===== src/rtl/txbuf_pkg.sv =====
package txbuf_pkg;
  localparam int DATA_W = 16;
  localparam logic [DATA_W-1:0] CRC_POLY = 16'h1021;
  localparam logic [DATA_W-1:0] CRC_SEED = 16'hFFFF;

  // strobes from control to datapath
  typedef struct packed {
    logic push;        // store a message word
    logic pushCrc;     // store the checksum word
    logic crcInit;     // push is the first word of a message
    logic wrCommit;    // expose the written message to the reader
    logic wrRollback;  // drop the uncommitted words
    logic pop;         // advance tentative read pointer
    logic rdCommit;    // release the sent message
    logic rdRollback;  // rewind to the last released position
  } bufCtl_t;

  function automatic logic [DATA_W-1:0] crcAdvance(
      input logic [DATA_W-1:0] acc, input logic [DATA_W-1:0] word);
    logic [DATA_W-1:0] r;
    r = acc;
    for (int i = DATA_W - 1; i >= 0; i--) begin
      if (r[DATA_W-1] ^ word[i]) r = (r << 1) ^ CRC_POLY;
      else r = r << 1;
    end
    return r;
  endfunction
endpackage


===== src/rtl/txbuf_watchdog.sv =====
module txbuf_watchdog #(
  parameter int LIMIT = 64
) (
  input  logic clk,
  input  logic rst,
  input  logic armed,
  input  logic kick,
  output logic fire
);
  localparam int CW = $clog2(LIMIT + 1);
  logic [CW-1:0] idleCnt;

  assign fire = armed && !kick && (idleCnt == CW'(LIMIT - 1));

  always_ff @(posedge clk) begin
    if (rst || !armed || kick || fire) idleCnt <= '0;
    else idleCnt <= idleCnt + CW'(1);
  end
endmodule


===== src/rtl/txbuf_datapath.sv =====
module txbuf_datapath
  import txbuf_pkg::*;
#(
  parameter int DEPTH = 32
) (
  input  logic              clk,
  input  logic              rst,
  input  bufCtl_t           ctl,
  input  logic [DATA_W-1:0] wrData,
  output logic              full,
  output logic              msgAvail,
  output logic [DATA_W:0]   rdWord
);
  localparam int AW = $clog2(DEPTH);
  typedef logic [AW:0] ptr_t;
  localparam ptr_t ONE = ptr_t'(1);
  localparam ptr_t CAP = ptr_t'(DEPTH);

  logic [DATA_W:0]   mem [DEPTH];
  ptr_t              wrPtr, wrSafe, rdPtr, rdSafe, msgCount;
  logic [DATA_W-1:0] crcAcc;

  assign full     = (ptr_t'(wrPtr - rdSafe) == CAP);
  assign msgAvail = (msgCount != '0);
  assign rdWord   = mem[rdPtr[AW-1:0]];

  always_ff @(posedge clk) begin
    if (ctl.push)         mem[wrPtr[AW-1:0]] <= {1'b0, wrData};
    else if (ctl.pushCrc) mem[wrPtr[AW-1:0]] <= {1'b1, crcAcc};
  end

  always_ff @(posedge clk) begin
    if (rst) begin
      wrPtr    <= '0;
      wrSafe   <= '0;
      rdPtr    <= '0;
      rdSafe   <= '0;
      msgCount <= '0;
      crcAcc   <= CRC_SEED;
    end else begin
      if (ctl.wrRollback) wrPtr <= wrSafe;
      else if (ctl.push || ctl.pushCrc) wrPtr <= wrPtr + ONE;
      if (ctl.wrCommit) wrSafe <= wrPtr + ONE;
      if (ctl.push) crcAcc <= crcAdvance(ctl.crcInit ? CRC_SEED : crcAcc, wrData);

      if (ctl.rdRollback) rdPtr <= rdSafe;
      else if (ctl.pop) rdPtr <= rdPtr + ONE;
      if (ctl.rdCommit) rdSafe <= rdPtr + ONE;

      unique case ({ctl.wrCommit, ctl.rdCommit})
        2'b10:   msgCount <= msgCount + ONE;
        2'b01:   msgCount <= msgCount - ONE;
        default: msgCount <= msgCount;
      endcase
    end
  end
endmodule


===== src/rtl/txbuf_control.sv =====
module txbuf_control
  import txbuf_pkg::*;
#(
  parameter int TIMEOUT = 64
) (
  input  logic    clk,
  input  logic    rst,
  input  logic    wrValid,
  input  logic    wrStart,
  input  logic    wrEnd,
  input  logic    wrStop,
  input  logic    full,
  input  logic    msgAvail,
  input  logic    rdLast,
  input  logic    outGrant,
  input  logic    outAbort,
  output bufCtl_t ctl,
  output logic    outReq,
  output logic    outValid
);
  typedef enum logic [1:0] {W_IDLE, W_BODY, W_CRC, W_DROP} wState_t;
  typedef enum logic [1:0] {R_IDLE, R_REQ, R_SEND} rState_t;

  wState_t wState, wNext;
  rState_t rState, rNext;
  logic    wFire, rFire;

  txbuf_watchdog #(.LIMIT(TIMEOUT)) u_wrDog (
    .clk(clk), .rst(rst), .armed(wState != W_IDLE), .kick(wrValid), .fire(wFire));
  txbuf_watchdog #(.LIMIT(TIMEOUT)) u_rdDog (
    .clk(clk), .rst(rst), .armed(rState == R_REQ), .kick(outGrant), .fire(rFire));

  always_comb begin
    ctl   = '0;
    wNext = wState;
    unique case (wState)
      W_IDLE:
        if (wrValid && wrStart && !wrStop) begin
          if (full) wNext = wrEnd ? W_IDLE : W_DROP;
          else begin
            ctl.push    = 1'b1;
            ctl.crcInit = 1'b1;
            wNext       = wrEnd ? W_CRC : W_BODY;
          end
        end
      W_BODY:
        if (wrStop || wFire) begin
          ctl.wrRollback = 1'b1;
          wNext          = W_IDLE;
        end else if (wrValid) begin
          if (full) begin
            ctl.wrRollback = 1'b1;
            wNext          = wrEnd ? W_IDLE : W_DROP;
          end else begin
            ctl.push = 1'b1;
            if (wrEnd) wNext = W_CRC;
          end
        end
      W_CRC: begin
        if (wrStop || full) ctl.wrRollback = 1'b1;
        else begin
          ctl.pushCrc  = 1'b1;
          ctl.wrCommit = 1'b1;
        end
        wNext = W_IDLE;
      end
      W_DROP:
        if (wrStop || wFire || (wrValid && wrEnd)) wNext = W_IDLE;
      default: wNext = W_IDLE;
    endcase

    rNext = rState;
    unique case (rState)
      R_IDLE: if (msgAvail) rNext = R_REQ;
      R_REQ:
        if (outGrant) rNext = R_SEND;
        else if (rFire) rNext = R_IDLE;
      R_SEND:
        if (outAbort) begin
          ctl.rdRollback = 1'b1;
          rNext          = R_IDLE;
        end else begin
          ctl.pop = 1'b1;
          if (rdLast) begin
            ctl.rdCommit = 1'b1;
            rNext        = R_IDLE;
          end
        end
      default: rNext = R_IDLE;
    endcase
  end

  assign outReq   = (rState == R_REQ);
  assign outValid = (rState == R_SEND);

  always_ff @(posedge clk) begin
    if (rst) begin
      wState <= W_IDLE;
      rState <= R_IDLE;
    end else begin
      wState <= wNext;
      rState <= rNext;
    end
  end
endmodule


===== src/rtl/hardened_tx_buffer.sv =====
module hardened_tx_buffer
  import txbuf_pkg::*;
#(
  parameter int DEPTH   = 32,
  parameter int TIMEOUT = 64
) (
  input  logic              clk,
  input  logic              rst,
  input  logic              wrValid,
  input  logic              wrStart,
  input  logic              wrEnd,
  input  logic              wrStop,
  input  logic [DATA_W-1:0] wrData,
  input  logic              outGrant,
  input  logic              outAbort,
  output logic              outReq,
  output logic              outValid,
  output logic              outLast,
  output logic [DATA_W-1:0] outData
);
  bufCtl_t         ctl;
  logic            full, msgAvail;
  logic [DATA_W:0] rdWord;

  txbuf_control #(.TIMEOUT(TIMEOUT)) u_ctrl (
    .clk(clk), .rst(rst), .wrValid(wrValid), .wrStart(wrStart), .wrEnd(wrEnd),
    .wrStop(wrStop), .full(full), .msgAvail(msgAvail), .rdLast(rdWord[DATA_W]),
    .outGrant(outGrant), .outAbort(outAbort), .ctl(ctl), .outReq(outReq),
    .outValid(outValid));

  txbuf_datapath #(.DEPTH(DEPTH)) u_data (
    .clk(clk), .rst(rst), .ctl(ctl), .wrData(wrData), .full(full),
    .msgAvail(msgAvail), .rdWord(rdWord));

  assign outLast = outValid && rdWord[DATA_W];
  assign outData = outValid ? rdWord[DATA_W-1:0] : '0;
endmodule


===== config.mk =====
export PLATFORM = sky130hd
export DESIGN_NAME = hardened_tx_buffer
export DESIGN_NICKNAME = d
export VERILOG_FILES = /design/src/rtl/txbuf_pkg.sv /design/src/rtl/txbuf_watchdog.sv /design/src/rtl/txbuf_datapath.sv /design/src/rtl/txbuf_control.sv /design/src/rtl/hardened_tx_buffer.sv
export SDC_FILE = /design/constraint.sdc
export NUM_CORES = 1
export LEC_CHECK = 0
export BUFFER_PORTS_ARGS = -buffer_cell sky130_fd_sc_hd__buf_2
export CAP_MARGIN = 40
export CORE_AREA = 3 3 163 244
export DETAILED_ROUTE_END_ITERATION = 16
export DIE_AREA = 0 0 166 247
export PLACE_DENSITY = 0.83
export SYNTH_ARGS = -nofsm -noshare
export SYNTH_HDL_FRONTEND = slang
export SYNTH_HIERARCHICAL = 1
export SYNTH_SLANG_ARGS = --single-unit

===== constraint.sdc =====
create_clock -name clk -period 7.5 [get_ports clk]
set_clock_uncertainty 0.2 [all_clocks]
set_input_delay 1.5 -clock clk [delete_from_list [all_inputs] [get_ports clk]]
set_output_delay 1.5 -clock clk [all_outputs]
set_load 0.01 [all_outputs]

==> results.cfg <==
[run_status]
outcome = finished clean

[yosys]
synth.avg_cell_area_um2 = 19.0
post-synth-top-area-fraction = 0.650
syn_nets = 1369
yosysTopAreaCell = edfxtp_1
ys_types = 58
synth_area_um2 = 25100
synth.most_common_cell = edfxtp_1
synthTopCellsByArea = edfxtp_1, mux4_2, dfxtp_1
ys_ff_latch = 613
synth_edf_count = 544
synth_ff_type = edfxtp_1
ys_warn_count = 6
synth_common_cells = edfxtp_1, mux4_2, nor2_1, dfxtp_1, xnor2_1
async_flop_share = 0
synth-seq-area-share = 0.705
syn-instance-count = 1322

[route]
first_iter_violations = 1671
avgRoutedWirePerCell_um = 31.3
drc = 0
via_count = 13100
ant_nets = 0
avgViaCountPerCell = 6.80
drt_pre_antenna_iters = 6
wirelength_um = 60400

[setup_path]
end_kind = output pin
cpPeakStageDelay_ns = 0.58
r2r-end = u_data/mem[7][10]
start_kind = register
r2r_setup_slack_ns = 2.24
crit_family = multiplexers
cp.arrival_ns = 3.65
reg2reg_from = u_data/wrPtr[1]
crit_fanout = 45
cp_common_cell = mux4_2
cp_slowest_cell = mux4_2
ff2ff_path_depth = 14
critPathKind = reg -> out
crit_chain = buf_16 -> buf_12 -> mux4_2 -> mux4_2 -> mux2_2 -> and2_2 -> buf_2
cp.required_ns = 5.80
critPathBufInv = 3

[sta]
whs_ns = 0.242
clock.fmax_mhz = 187
slew_viol_final = 0
fin_crit_sh = 0.713
tightest_slew_ns = 0.933
slew_headroom = 0.377
hold_viol = 0
rsz0062_at_grt = no
period_minus_slack_ns = 5.35
tns_ns = 0
setup_viol = 0

[die]
die_w_um = 166
rows = 87
ios = 43
fp.dieArea_um2 = 41000
die_y_um = 247
initial_core_util = 0.665
coreArea_um2 = 37800

[power]
peakVddDrop_v = 0.000229
powerDensity_nw_per_um2 = 270
p_leak_nw = 8.75

[final_layout]
area_growth_syn_to_layout_pct = 10.7
fin_cells = 1932
post-route-cell-area_um2 = 27800
drive_above_1_share = 0.302
num-nets-final = 1447

[cts]
cts-root-buf = clkbuf_16
cts_hold_buf = 0
cts_resized = 0
numCtsBuffers = 51
postCtsSetupRepairBufs = 0
h-tree-depth = 2
clock_path_buffers = 3
clock_latency_ns = 0.58
cts_tree = built
cts_sinks = 613
clk_pin_slew_worst_paths_ns = 0.07

[global_route]
antenna_found_initial = 3
grt_pass1_wl_um = 89800
grt_usage = 0.302
grt_remaining_overflow = 0
grt_max_degree = 55
grt_pass1_vias = 13700

[run]
cap_violations = 0

[placement]
portBuffers = 42
placed_cell_area_um2 = 26200
hpwl_um = 34000
gp_congestion = 0.841
place_inst = 1834

[worst_hold_path]
worstHoldPathCells = 1
worstHoldEndpoint = u_ctrl/u_wrDog/idleCnt[6]
min_from = u_ctrl/u_wrDog/idleCnt[6]
hp-class = reg -> reg
[cells in the final DEF (no fill, tap or decap), drive strengths merged, types with 6 or more instances in the layout]
cell type	Yosys	final
nand3	13	13
clkinv	1	23
or3	7	7
nor2b	7	7
mux4	170	170
mux2	32	32
a21oi	26	26
and2	21	21
nand2	24	24
edfxtp	544	544
xor2	28	28
o21ai	18	18
nand3b	6	6
xnor2	54	54
ha	23	23
nor3	10	10
clkbuf	36	62
buf	28	89
a211oi	15	15
nor2	110	110
inv	18	20
dfxtp	69	69
or3b	6	6
clkinvlp	0	6
[flip-flops by register name (all words and copies together) (netlist names), named ones only]
register	cells
u_data/msgCount	6
u_data/mem	544
u_data/rdSafe	6
u_data/crcAcc	16
u_data/wrSafe	6
u_ctrl/rState	2
u_ctrl/wState	2
u_data/wrPtr	6
u_ctrl/u_rdDog/idleCnt	7
u_data/rdPtr	6
u_ctrl/u_wrDog/idleCnt	7
[cell type report]
cell class,instances,area [µm²]
Fill cell,1998,9950
Inverter,19,71.3
Sequential cell,613,17700
Antenna cell,1,2.50
Tap cell,489,612
Clock inverter,33,274
Multi-Input combinational cell,626,7120
Timing Repair Buffer,89,668
Clock buffer,62,1350
[worst register-to-register path, stage by stage (launching register included)]
cell and delay, ns:
dfxtp_1 0.48, ha_1 0.30, nor2b_1 0.13, o21ai_0 0.14, nand2b_1 0.12, a21o_1 0.19
a31oi_1 0.16, nor3_1 0.14, nor2_1 0.15, nand2_1 0.09, a21oi_1 0.67, clkinv_1 0.82
nand2_1 0.46, buf_8 0.24, mux2_2 0.62
[worst max path at each step]
stage,end,cells after the start
final,outData[3],7
after CTS,u_data/mem[15][16],13
after global routing,u_data/mem[1][10],14
after floorplan,u_data/mem[0][15],7
after global placement,u_data/mem[4][16],7
after detailed placement,u_data/mem[13][16],7
[where the power goes]
group / switching [mW] / internal [mW]
Sequential: 0.0666 / 3.91
Clock: 1.19 / 1.40
Combinational: 0.563 / 0.371
Total: 1.82 / 5.68
[logic make-up (layout without fill, tap and decap cells)]
group | Yosys count | after routing | synth area share
flip-flops | 613 | 613 | 0.705
AND/OR/NAND/NOR | 227 | 227 | 0.0450
multiplexers | 207 | 207 | 0.169
XOR/XNOR | 87 | 87 | 0.0337
buffers and inverters | 83 | 203 | 0.0149
AO/OA/AOI/OAI | 82 | 82 | 0.0214
adder cells (fa/ha/maj) | 23 | 23 | 0.0115
other | 0 | 1 | 0
[through the flow]
stage	total power [mW]	util	setup slack, ns
2_1_floorplan	4.68	-	2.58
3_3_place_gp	4.91	0.691	1.97
3_5_place_dp	4.96	0.693	1.77
4_1_cts	7.53	0.736	1.84
5_1_grt	7.73	0.737	1.84
6_report	7.50	0.737	2.15
[routing by layer]
layer / global-route usage / vias up / part of all wire
met2: 0.520 / 840 / 0.52
met3: 0.0517 / 213 / 0.089
met4: 0.145 / 4 / 0.057
met5: 0 / - / 0.00053
li1: - / 5428 / -
met1: 0.380 / 6643 / 0.34
Note: power is estimated with default switching activity, not from simulation.
